$ cat src/rtl/rsp_enc_pkg.sv
package rsp_enc_pkg;

   typedef enum logic [1:0] {
      ST_IDLE = 2'd0,
      ST_SOF  = 2'd1,
      ST_DATA = 2'd2,
      ST_EOF  = 2'd3
   } rsp_state_e;

   typedef enum logic [1:0] {
      RATE_LOW    = 2'd0,
      RATE_HIGH   = 2'd1,
      RATE_DOUBLE = 2'd2
   } rsp_rate_e;

   localparam int FLG_DUAL = 0;
   localparam int FLG_HIGH = 1;
   localparam int FLG_X2   = 2;
   localparam int FLG_W    = 3;

   // half-bit shapes, bit i = half-bit i, 1 = subcarrier on
   localparam logic [7:0] SOF_SHAPE = 8'b1011_1000;
   localparam logic [7:0] EOF_SHAPE = 8'b0001_1101;

   function automatic rsp_rate_e rate_of(input logic [FLG_W-1:0] f);
      if (!f[FLG_HIGH])   return RATE_LOW;
      else if (f[FLG_X2]) return RATE_DOUBLE;
      else                return RATE_HIGH;
   endfunction

endpackage

$ cat src/rtl/rsp_halfbit_timer.sv
module rsp_halfbit_timer
   import rsp_enc_pkg::*;
#(
   parameter int HALF_HIGH = 256
) (
   input  logic      clk,
   input  logic      rst_n,
   input  logic      run,
   input  rsp_rate_e rate,
   output logic      tick
);
   localparam int LEN_LOW  = 4 * HALF_HIGH;
   localparam int LEN_HIGH = HALF_HIGH;
   localparam int LEN_X2   = HALF_HIGH / 2;
   localparam int CW       = $clog2(LEN_LOW);

   initial begin
      assert (HALF_HIGH >= 4 && (HALF_HIGH % 2) == 0)
         else $error("HALF_HIGH must be even and at least 4");
   end

   logic [CW-1:0] cnt;
   logic [CW-1:0] last;

   always_comb begin
      case (rate)
         RATE_LOW:    last = CW'(LEN_LOW - 1);
         RATE_DOUBLE: last = CW'(LEN_X2 - 1);
         default:     last = CW'(LEN_HIGH - 1);
      endcase
   end

   assign tick = run && (cnt == last);

   always_ff @(posedge clk or negedge rst_n) begin
      if (!rst_n)            cnt <= '0;
      else if (!run || tick) cnt <= '0;
      else                   cnt <= cnt + 1'b1;
   end

   // the count never passes the selected half-bit length
   assert_cnt_bound_R6: assert property (@(posedge clk) disable iff (!rst_n)
      run |-> (cnt <= last));
   // every boundary restarts the count
   assert_tick_wrap_R6: assert property (@(posedge clk) disable iff (!rst_n)
      tick |=> (cnt == '0));

endmodule

$ cat src/rtl/rsp_subcarrier_gen.sv
module rsp_subcarrier_gen #(
   parameter int DIV = 32
) (
   input  logic clk,
   input  logic rst_n,
   input  logic restart,
   output logic wave
);
   localparam int CW   = $clog2(DIV);
   localparam int HALF = DIV / 2;

   initial begin
      assert (DIV >= 2 && (DIV % 2) == 0)
         else $error("DIV must be even and at least 2");
   end

   logic [CW-1:0] cnt;

   always_ff @(posedge clk or negedge rst_n) begin
      if (!rst_n)                      cnt <= '0;
      else if (restart)                cnt <= '0;
      else if (cnt == CW'(DIV - 1))    cnt <= '0;
      else                             cnt <= cnt + 1'b1;
   end

   assign wave = ({1'b0, cnt} < (CW+1)'(HALF));

   // phase restarts high after each boundary
   assert_sc_phase_R4: assert property (@(posedge clk) disable iff (!rst_n)
      restart |=> wave);
   // counter stays inside one period
   assert_sc_bound_R4: assert property (@(posedge clk) disable iff (!rst_n)
      {1'b0, cnt} < (CW+1)'(DIV));

endmodule

$ cat src/rtl/rsp_frame_seq.sv
module rsp_frame_seq
   import rsp_enc_pkg::*;
(
   input  logic             clk,
   input  logic             rst_n,
   input  logic             start,
   input  logic [FLG_W-1:0] req_flags,
   input  logic             tick,
   input  logic             in_valid,
   input  logic [7:0]       in_data,
   input  logic             in_last,
   output logic             in_ready,
   output logic             busy,
   output logic             sym_on,
   output logic             dual,
   output rsp_rate_e        rate,
   output logic             done
);
   rsp_state_e       state;
   logic [3:0]       pos;
   logic [7:0]       shreg;
   logic             cur_last;
   logic [7:0]       stg_data;
   logic             stg_full;
   logic             stg_last;
   logic             last_taken;
   logic [FLG_W-1:0] flags_q;
   logic             done_q;

   logic go, accept, end_sof, end_byte, end_eof, load;

   assign busy     = (state != ST_IDLE);
   assign go       = start && !busy;
   assign in_ready = busy && !stg_full && !last_taken;
   assign accept   = in_valid && in_ready;
   assign end_sof  = (state == ST_SOF)  && tick && (pos == 4'd7);
   assign end_byte = (state == ST_DATA) && tick && (pos == 4'd15);
   assign end_eof  = (state == ST_EOF)  && tick && (pos == 4'd7);
   assign load     = end_sof || (end_byte && !cur_last);

   always_ff @(posedge clk or negedge rst_n) begin
      if (!rst_n) begin
         state   <= ST_IDLE;
         pos     <= '0;
         flags_q <= '0;
         done_q  <= 1'b0;
      end else begin
         done_q <= end_eof;
         if (go) begin
            state   <= ST_SOF;
            pos     <= '0;
            flags_q <= req_flags;
         end else if (tick) begin
            if (end_sof || end_byte || end_eof) pos <= '0;
            else                                pos <= pos + 1'b1;
            if (end_sof)                     state <= ST_DATA;
            else if (end_byte && cur_last)   state <= ST_EOF;
            else if (end_eof)                state <= ST_IDLE;
         end
      end
   end

   always_ff @(posedge clk or negedge rst_n) begin
      if (!rst_n) begin
         shreg    <= '0;
         cur_last <= 1'b0;
      end else if (load) begin
         shreg    <= stg_data;
         cur_last <= stg_last;
      end else if ((state == ST_DATA) && tick && pos[0]) begin
         shreg    <= {1'b0, shreg[7:1]};
      end
   end

   always_ff @(posedge clk or negedge rst_n) begin
      if (!rst_n) begin
         stg_data   <= '0;
         stg_full   <= 1'b0;
         stg_last   <= 1'b0;
         last_taken <= 1'b0;
      end else begin
         if (go) last_taken <= 1'b0;
         if (accept) begin
            stg_data <= in_data;
            stg_last <= in_last;
            stg_full <= 1'b1;
            if (in_last) last_taken <= 1'b1;
         end else if (load) begin
            stg_full <= 1'b0;
         end
      end
   end

   always_comb begin
      case (state)
         ST_SOF:  sym_on = SOF_SHAPE[pos[2:0]];
         ST_DATA: sym_on = pos[0] ? shreg[0] : ~shreg[0];
         ST_EOF:  sym_on = EOF_SHAPE[pos[2:0]];
         default: sym_on = 1'b0;
      endcase
   end

   assign dual = flags_q[FLG_DUAL];
   assign rate = rate_of(flags_q);
   assign done = done_q;

   // source must refill staging before a byte boundary
   assert_no_underrun_R9: assert property (@(posedge clk) disable iff (!rst_n)
      load |-> stg_full);
   // a start during a frame leaves the captured flags alone
   assert_flags_hold_R10: assert property (@(posedge clk) disable iff (!rst_n)
      (busy && start) |=> $stable(flags_q));

endmodule

$ cat src/rtl/rsp_manchester_encoder.sv
module rsp_manchester_encoder
   import rsp_enc_pkg::*;
#(
   parameter int HALF_HIGH  = 256,
   parameter int DIV_ON     = 32,
   parameter int DIV_ALT    = 28,
   parameter bit DUAL_SC_EN = 1'b1
) (
   input  logic       clk,
   input  logic       rst_n,
   input  logic       start,
   input  logic [2:0] req_flags,
   input  logic       in_valid,
   input  logic [7:0] in_data,
   input  logic       in_last,
   output logic       in_ready,
   output logic       mod_out,
   output logic       done
);
   initial begin
      assert ((HALF_HIGH / 2) >= DIV_ON / 2)
         else $error("half-bit too short for subcarrier");
   end

   logic      tick, busy, sym_on, dual, restart;
   logic      on_wave, alt_wave;
   rsp_rate_e rate;

   rsp_frame_seq u_seq (
      .clk      (clk),
      .rst_n    (rst_n),
      .start    (start),
      .req_flags(req_flags),
      .tick     (tick),
      .in_valid (in_valid),
      .in_data  (in_data),
      .in_last  (in_last),
      .in_ready (in_ready),
      .busy     (busy),
      .sym_on   (sym_on),
      .dual     (dual),
      .rate     (rate),
      .done     (done)
   );

   rsp_halfbit_timer #(.HALF_HIGH(HALF_HIGH)) u_timer (
      .clk  (clk),
      .rst_n(rst_n),
      .run  (busy),
      .rate (rate),
      .tick (tick)
   );

   assign restart = !busy || tick;

   rsp_subcarrier_gen #(.DIV(DIV_ON)) u_sc_on (
      .clk    (clk),
      .rst_n  (rst_n),
      .restart(restart),
      .wave   (on_wave)
   );

   generate
      if (DUAL_SC_EN) begin : g_alt
         rsp_subcarrier_gen #(.DIV(DIV_ALT)) u_sc_alt (
            .clk    (clk),
            .rst_n  (rst_n),
            .restart(restart),
            .wave   (alt_wave)
         );
      end else begin : g_no_alt
         assign alt_wave = 1'b0;
      end
   endgenerate

   always_comb begin
      if (!busy)       mod_out = 1'b0;
      else if (sym_on) mod_out = on_wave;
      else if (dual)   mod_out = alt_wave;
      else             mod_out = 1'b0;
   end

   // no modulation outside a frame
   assert_idle_quiet_R1: assert property (@(posedge clk) disable iff (!rst_n)
      !busy |-> !mod_out);
   // done is a single-cycle pulse, raised only once the frame has ended
   assert_done_pulse_R8: assert property (@(posedge clk) disable iff (!rst_n)
      done |=> !done);
   assert_done_idle_R8: assert property (@(posedge clk) disable iff (!rst_n)
      done |-> (!busy && $past(busy)));
   // source holds a byte until accepted
   assert_src_hold_R9: assert property (@(posedge clk) disable iff (!rst_n)
      (in_valid && !in_ready) |=> in_valid);

endmodule

$ cat config.mk
export PLATFORM = sky130hd
export DESIGN_NAME = rsp_manchester_encoder
export DESIGN_NICKNAME = d
export VERILOG_FILES = /design/src/rtl/rsp_enc_pkg.sv /design/src/rtl/rsp_halfbit_timer.sv /design/src/rtl/rsp_subcarrier_gen.sv /design/src/rtl/rsp_frame_seq.sv /design/src/rtl/rsp_manchester_encoder.sv
export SDC_FILE = /design/constraint.sdc
export NUM_CORES = 1
export LEC_CHECK = 0
export CAP_MARGIN = 20
export CORE_MARGIN = 3
export CORE_UTILIZATION = 52
export DETAILED_ROUTE_END_ITERATION = 6
export PLACE_DENSITY = 0.75
export SYNTH_ARGS = -nofsm -noshare
export SYNTH_HDL_FRONTEND = slang
export SYNTH_SLANG_ARGS = --single-unit
$ cat constraint.sdc
create_clock -name clk -period 1.9 [get_ports clk]
set_input_delay 0.38 -clock clk [delete_from_list [all_inputs] [get_ports clk]]
set_output_delay 0.38 -clock clk [all_outputs]
set_load 0.03 [all_outputs]
# Word-level counts from Yosys, hierarchy flattened

Memory sizes are Yosys's and may differ from the RTL's.
Index checks and enable logic that the tools add are counted.

Mux-type cells: 30
Bitwise operators: 1
Equal/unequal tests: 9
Magnitude comparators: 3
$add $sub $neg: 4
Reduce and logical (&&, ||, !) cells: 29

Operators by type and width:

| kind                  | number |
|---|---|
| $mux 5                | 4 |
| $pmux 10 s2           | 1 |
| $mux 8                | 2 |
| $logic_and 1x1->1     | 14 |
| $mux 2                | 7 |
| $mux 4                | 3 |
| $mux 1                | 11 |
| $add 10x1->10 const B | 1 |
| $add 5x1->5 const B   | 2 |
| $eq 10x10->1          | 1 |
| $eq 5x5->1 const B    | 2 |
| $mux 10               | 1 |
| $reduce_bool 2->1     | 4 |
| $eq 2x2->1 const B    | 3 |
| $lt 5x4->1 const B    | 1 |
| $lt 5x5->1 const B    | 1 |
| $add 4x1->4 const B   | 1 |
| $eq 4x3->1 const B    | 1 |
| $eq 4x4->1 const B    | 1 |
| $logic_not 1->1       | 4 |
| $logic_or 1x1->1      | 4 |
| $lt 3x4->1 const B    | 1 |
| $reduce_bool 4->1     | 1 |
| $pmux 1 s3            | 1 |
| other kinds (4)       | 4 |

Register bits: 50
Word-level logic and storage cells: 91
Output and inout bits: 3
ROM bits: 16
Memories: 2
Input bits: 16

Memories:

| name             | words | bits a word | rd ports | clocked after Yosys merged registers in | wr ports | line                | source |
|---|---|---|---|---|---|---|---|
| (name not given) | 8     | 1           | 1        | 0                                       | 0        | rsp_frame_seq.sv:96 | `ST_SOF: sym_on = SOF_SHAPE[pos[2:0]];` |
| (name not given) | 8     | 1           | 1        | 0                                       | 0        | rsp_frame_seq.sv:98 | `ST_EOF: sym_on = EOF_SHAPE[pos[2:0]];` |

# Depth between registers and ports, before layout

Gate-level depths: netlist (run 1).

Depth after elaboration: 13
Depth in mapped cells: 8

# Modules after synthesis

From an unflattened synthesis (run 1), not the netlist that was laid out.

Cell total of the unflattened synthesis: 204
Area total of the unflattened synthesis: 2,488.6 um2

Modules (own cells, without submodules):

| module                              | instances | area each (um2) | cells an instance |
|---|---|---|---|
| rsp_frame_seq                       | 1         | 1,485.2         | 110 |
| rsp_halfbit_timer                   | 1         | 530.5           | 52 |
| rsp_subcarrier_gen (u_sc_on)        | 1         | 231.5           | 18 |
| rsp_subcarrier_gen (g_alt.u_sc_alt) | 1         | 217.7           | 20 |
| rsp_manchester_encoder              | 1         | 23.8            | 4 |

# Worst setup path before layout (run 1)

OpenSTA, ideal clock, no wires.

Kind: reg2out
Start point: reg u_seq.pos[2]
End point: out mod_out
Slack: -0.244 ns
Arrival time: 1.764 ns
Stages on the path, launching flop included: 7
Buffers on the path: 1
Data required time: 1.520 ns
Cells stage by stage: dfrtp_1 > clkbuf_1 > mux2_2 > mux2i_1 > a22oi_1 > or2_2 > a21oi_1

Longest elaborated chain between the ends: 5

Ends and longest elaborated chain:

| element                        | line                                     | source |
|---|---|---|
| start: declaration             | rsp_frame_seq.sv:20                      | `logic [3:0] pos;` |
| start signal: assignment       | rsp_frame_seq.sv:55                      | `else pos <= pos + 1'b1;` |
| $mem_v2 8x1 (on tied branches) | -                                        |  |
| $mux 1 (on tied branches)      | rsp_frame_seq.sv:98, rsp_frame_seq.sv:96 |  |
| $pmux 1 s3 *                   | rsp_frame_seq.sv:95                      | `case (state)` |
| $mux 1 *                       | rsp_manchester_encoder.sv:78             | `else if (sym_on) mod_out = on_wave;` |
| $mux 1 *                       | rsp_manchester_encoder.sv:77             | `if (!busy) mod_out = 1'b0;` |
| end: declaration               | rsp_manchester_encoder.sv:17             | `output logic mod_out,` |

Mark *: on every way between the ends. The rest lies on a longest branch, timed or not. The select of a mux whose other input is x is not followed.

# Worst setup path in the final report (run 1)

Start point: reg u_seq.pos[1]
End point: out mod_out

The elaborated chain is that of the path after synthesis.

==> results.cfg, run 1 <==
[final_layout]
final_util = 0.6602
drive_gt1_frac = 0.2490
layout_common_cells = 49 x dfrtp_1, 23 x nand2_1, 22 x nor2_1
layout-area-overhead-vs-synth_pct = 20.57
final_nets = 281
final_common_cell = dfrtp_1
antenna_cells = 0
final_cell_count_no_fill = 313

[power_and_ir_drop]
power_leakage_nw = 1.331
power_density_nw_per_um2 = 887.0
ir_worst_vdd_mv = 0.4861

[timing]
min_period_ns = 2.170
setup_viol = 1
fmax_ghz = 0.4607
relSlewSlack = 0.7665
worst_pin_slew_ns = 0.3476
clock_skew_ns = 0.01496
hold_viol = 0
layout_setup_ws_ns = -0.2704
fin_crit_sh = 1.142
slew_violations = 0
rsz0062_at_grt = yes

[cts]
cts_tree = yes
clock-sinks = 50
htree_levels = 2
clk_pin_slew_worst_paths_ns = 0.09
clock-root-buffer = clkbuf_8
cts_buffers = 5
ctsHoldBuffers = 0
clock_latency_ns = 0.30
cts_buffer_depth = 2

[worst_hold_path]
holdCritPathClass = in2async

[floorplanning]
rows = 24
start_util = 0.5476
coreArea_um2 = 4444
ios = 19
die_w_um = 74.41
die_h_um = 74.41
die_area_um2 = 5537

[setup_path]
path_delay_family = flip-flops
crit_type = reg2out
reg2regPathDepth = 5
cp.arrival_ns = 1.79
cp.depth = 8
crit_buf_inv = 3
critPathRequiredTime_ns = 1.52
path_cells = buf_6 > mux2i_1 > mux2i_1 > a22oi_2 > buf_4 > nand4b_1 > a21oi_2 > buf_6
cp_slowest_cell = dfrtp_1
crit_path_start_kind = register
crit_fanout = 3
critPathMaxStageDelay_ns = 0.41
critPathCaptureType = output port

[synthesis]
syn_area_per_cell_um2 = 10.96
ys.flop_type = dfrtp_1
yosysWarnings = 0
synth-async-reset-ratio = 1.000
syn_inst = 222
synth_seq_cells = 50
synth_area_um2 = 2434
syn-num-nets = 243
synth_cell_types = 48
synth_edf_count = 0
ys_seq_area_frac = 0.5141

[grt]
grt_pass1_wl_um = 7500
grt_start_max_net_pins = 51
antenna_found_initial = 0
grt_usage = 0.1781
gr-total-overflow = 0
first_global_vias = 1682

[job]
cap_violations = 0

[placement]
place_worst_setup_slack_ns = -0.01362
dp.cells = 303
hpwl_um = 3165
numPortBuffers = 18
gp_congestion = 0.8155

[route]
routed_wl_um = 4364
drc = 0
drt-pass1-iter-count = 4
drt.antenna.violating_nets = 0
avgViaCountPerCell = 5.591
drt-wirelength-per-cell_um = 13.94
route.vias.total = 1750
drt_iter0_drc = 105

[status]
failed_checks = setup timing
status = finished with violations
synth_stat cells, types with 4 or more instances:
master,count,share of area
a21oi_1,4,0.0082
a21oi_2,8,0.029
a22oi_1,9,0.028
and3_1,5,0.013
dfrtp_1,50,0.51
ha_1,5,0.026
mux2_2,14,0.065
nand2_1,23,0.035
nand3_1,11,0.023
nor2_1,22,0.034
nor3_1,7,0.014
xnor2_1,7,0.025
xor2_1,6,0.022
timing repair:
action                     CTS  global route
setup buffers                1             1
gates resized for setup      2             8
pin swaps                    0             2
setup endpoints to repair    2            11
power breakdown:
group          total [mW]  switching, mW  internal, mW
Combinational       0.597          0.279         0.317
Clock               0.636          0.343         0.293
Sequential           1.37          0.150          1.22
registers in the layout, summed over array words and instances (netlist names), 2 cells and up:
| name | flops |
|---|---|
| u_seq.state | 2 |
| u_seq.flags_q | 3 |
| u_sc_on.cnt | 5 |
| u_seq.shreg | 8 |
| u_timer.cnt | 10 |
| u_seq.stg_data | 8 |
| u_seq.pos | 4 |
| g_alt.u_sc_alt.cnt | 5 |
logic make-up after synthesis:
| logic type | synth area share |
|---|---|
| and+or+nand+nor | 0.1928 |
| DFF | 0.5141 |
| AOI/OAI and AO/OA | 0.1224 |
| muxes | 0.07712 |
| xor gates and xnor gates | 0.04679 |
| buffers and inverters | 0.02108 |
| adders and majority gates | 0.02571 |
metrics by stage:
step	setup TNS [ns]	hold slack, ns	cell area, um2	power, mW
final	-0.2704	0.03877	2934	2.603
after global routing	-0.3855	0.05435	2934	2.759
after CTS	-0.3230	0.05347	2898	2.610
after detailed placement	-0.01362	0.3840	2793	1.967
after global placement	0	0.3888	2793	1.936
after floorplan	-0.07473	0.08441	2442	1.744
final cells by class:
type,count,area [um2]
Multi-Input combinational cell,164,1167
Fill cell,366,1510
Timing Repair Buffer,38,350.3
Clock inverter,2,12.51
Tap cell,52,65.06
Sequential cell,50,1252
Clock buffer,6,82.58
Inverter,1,3.754
worst reg2reg max path: stages (launching register included):
cell	delay, ns
dfrtp_2	0.46
nor4b_4	0.34
o2111ai_4	0.17
and2_1	0.23
o41ai_1	0.33
nand3_1	0.11
per-layer routing:
metal,part of all wire,GRT usage,vias to the layer above
met5,0,0,-
met4,0.012,0.07905,0
met1,0.49,0.2347,850
met3,0.029,0.03243,4
met2,0.47,0.2878,22
li1,-,-,874
path summary, 6_finish.rpt:
check                                 startpoint                    end  slack, ns
setup / recovery                    u_seq.pos[1]                mod_out      -0.27
hold / removal                             rst_n         u_sc_on.cnt[2]       0.04
setup reg to reg                  u_timer.cnt[8]         u_seq.cur_last       0.12
hold reg to reg            g_alt.u_sc_alt.cnt[0]  g_alt.u_sc_alt.cnt[0]       0.46
max in group asynchronous                  rst_n         u_timer.cnt[8]       1.62
min in group clk           g_alt.u_sc_alt.cnt[0]  g_alt.u_sc_alt.cnt[0]       0.46
Note: power is estimated with default switching activity, not from simulation.
==> inputs of run 2 (changes only) <==
--- a/config.mk
+++ b/config.mk
@@ -10,6 +10,7 @@
 export CORE_UTILIZATION = 52
 export DETAILED_ROUTE_END_ITERATION = 6
 export PLACE_DENSITY = 0.75
+export SLEW_MARGIN = 20
 export SYNTH_ARGS = -nofsm -noshare
 export SYNTH_HDL_FRONTEND = slang
 export SYNTH_SLANG_ARGS = --single-unit
==> results of run 2 <==
The final DEF is identical to that of run 1; final timing and power are the same.
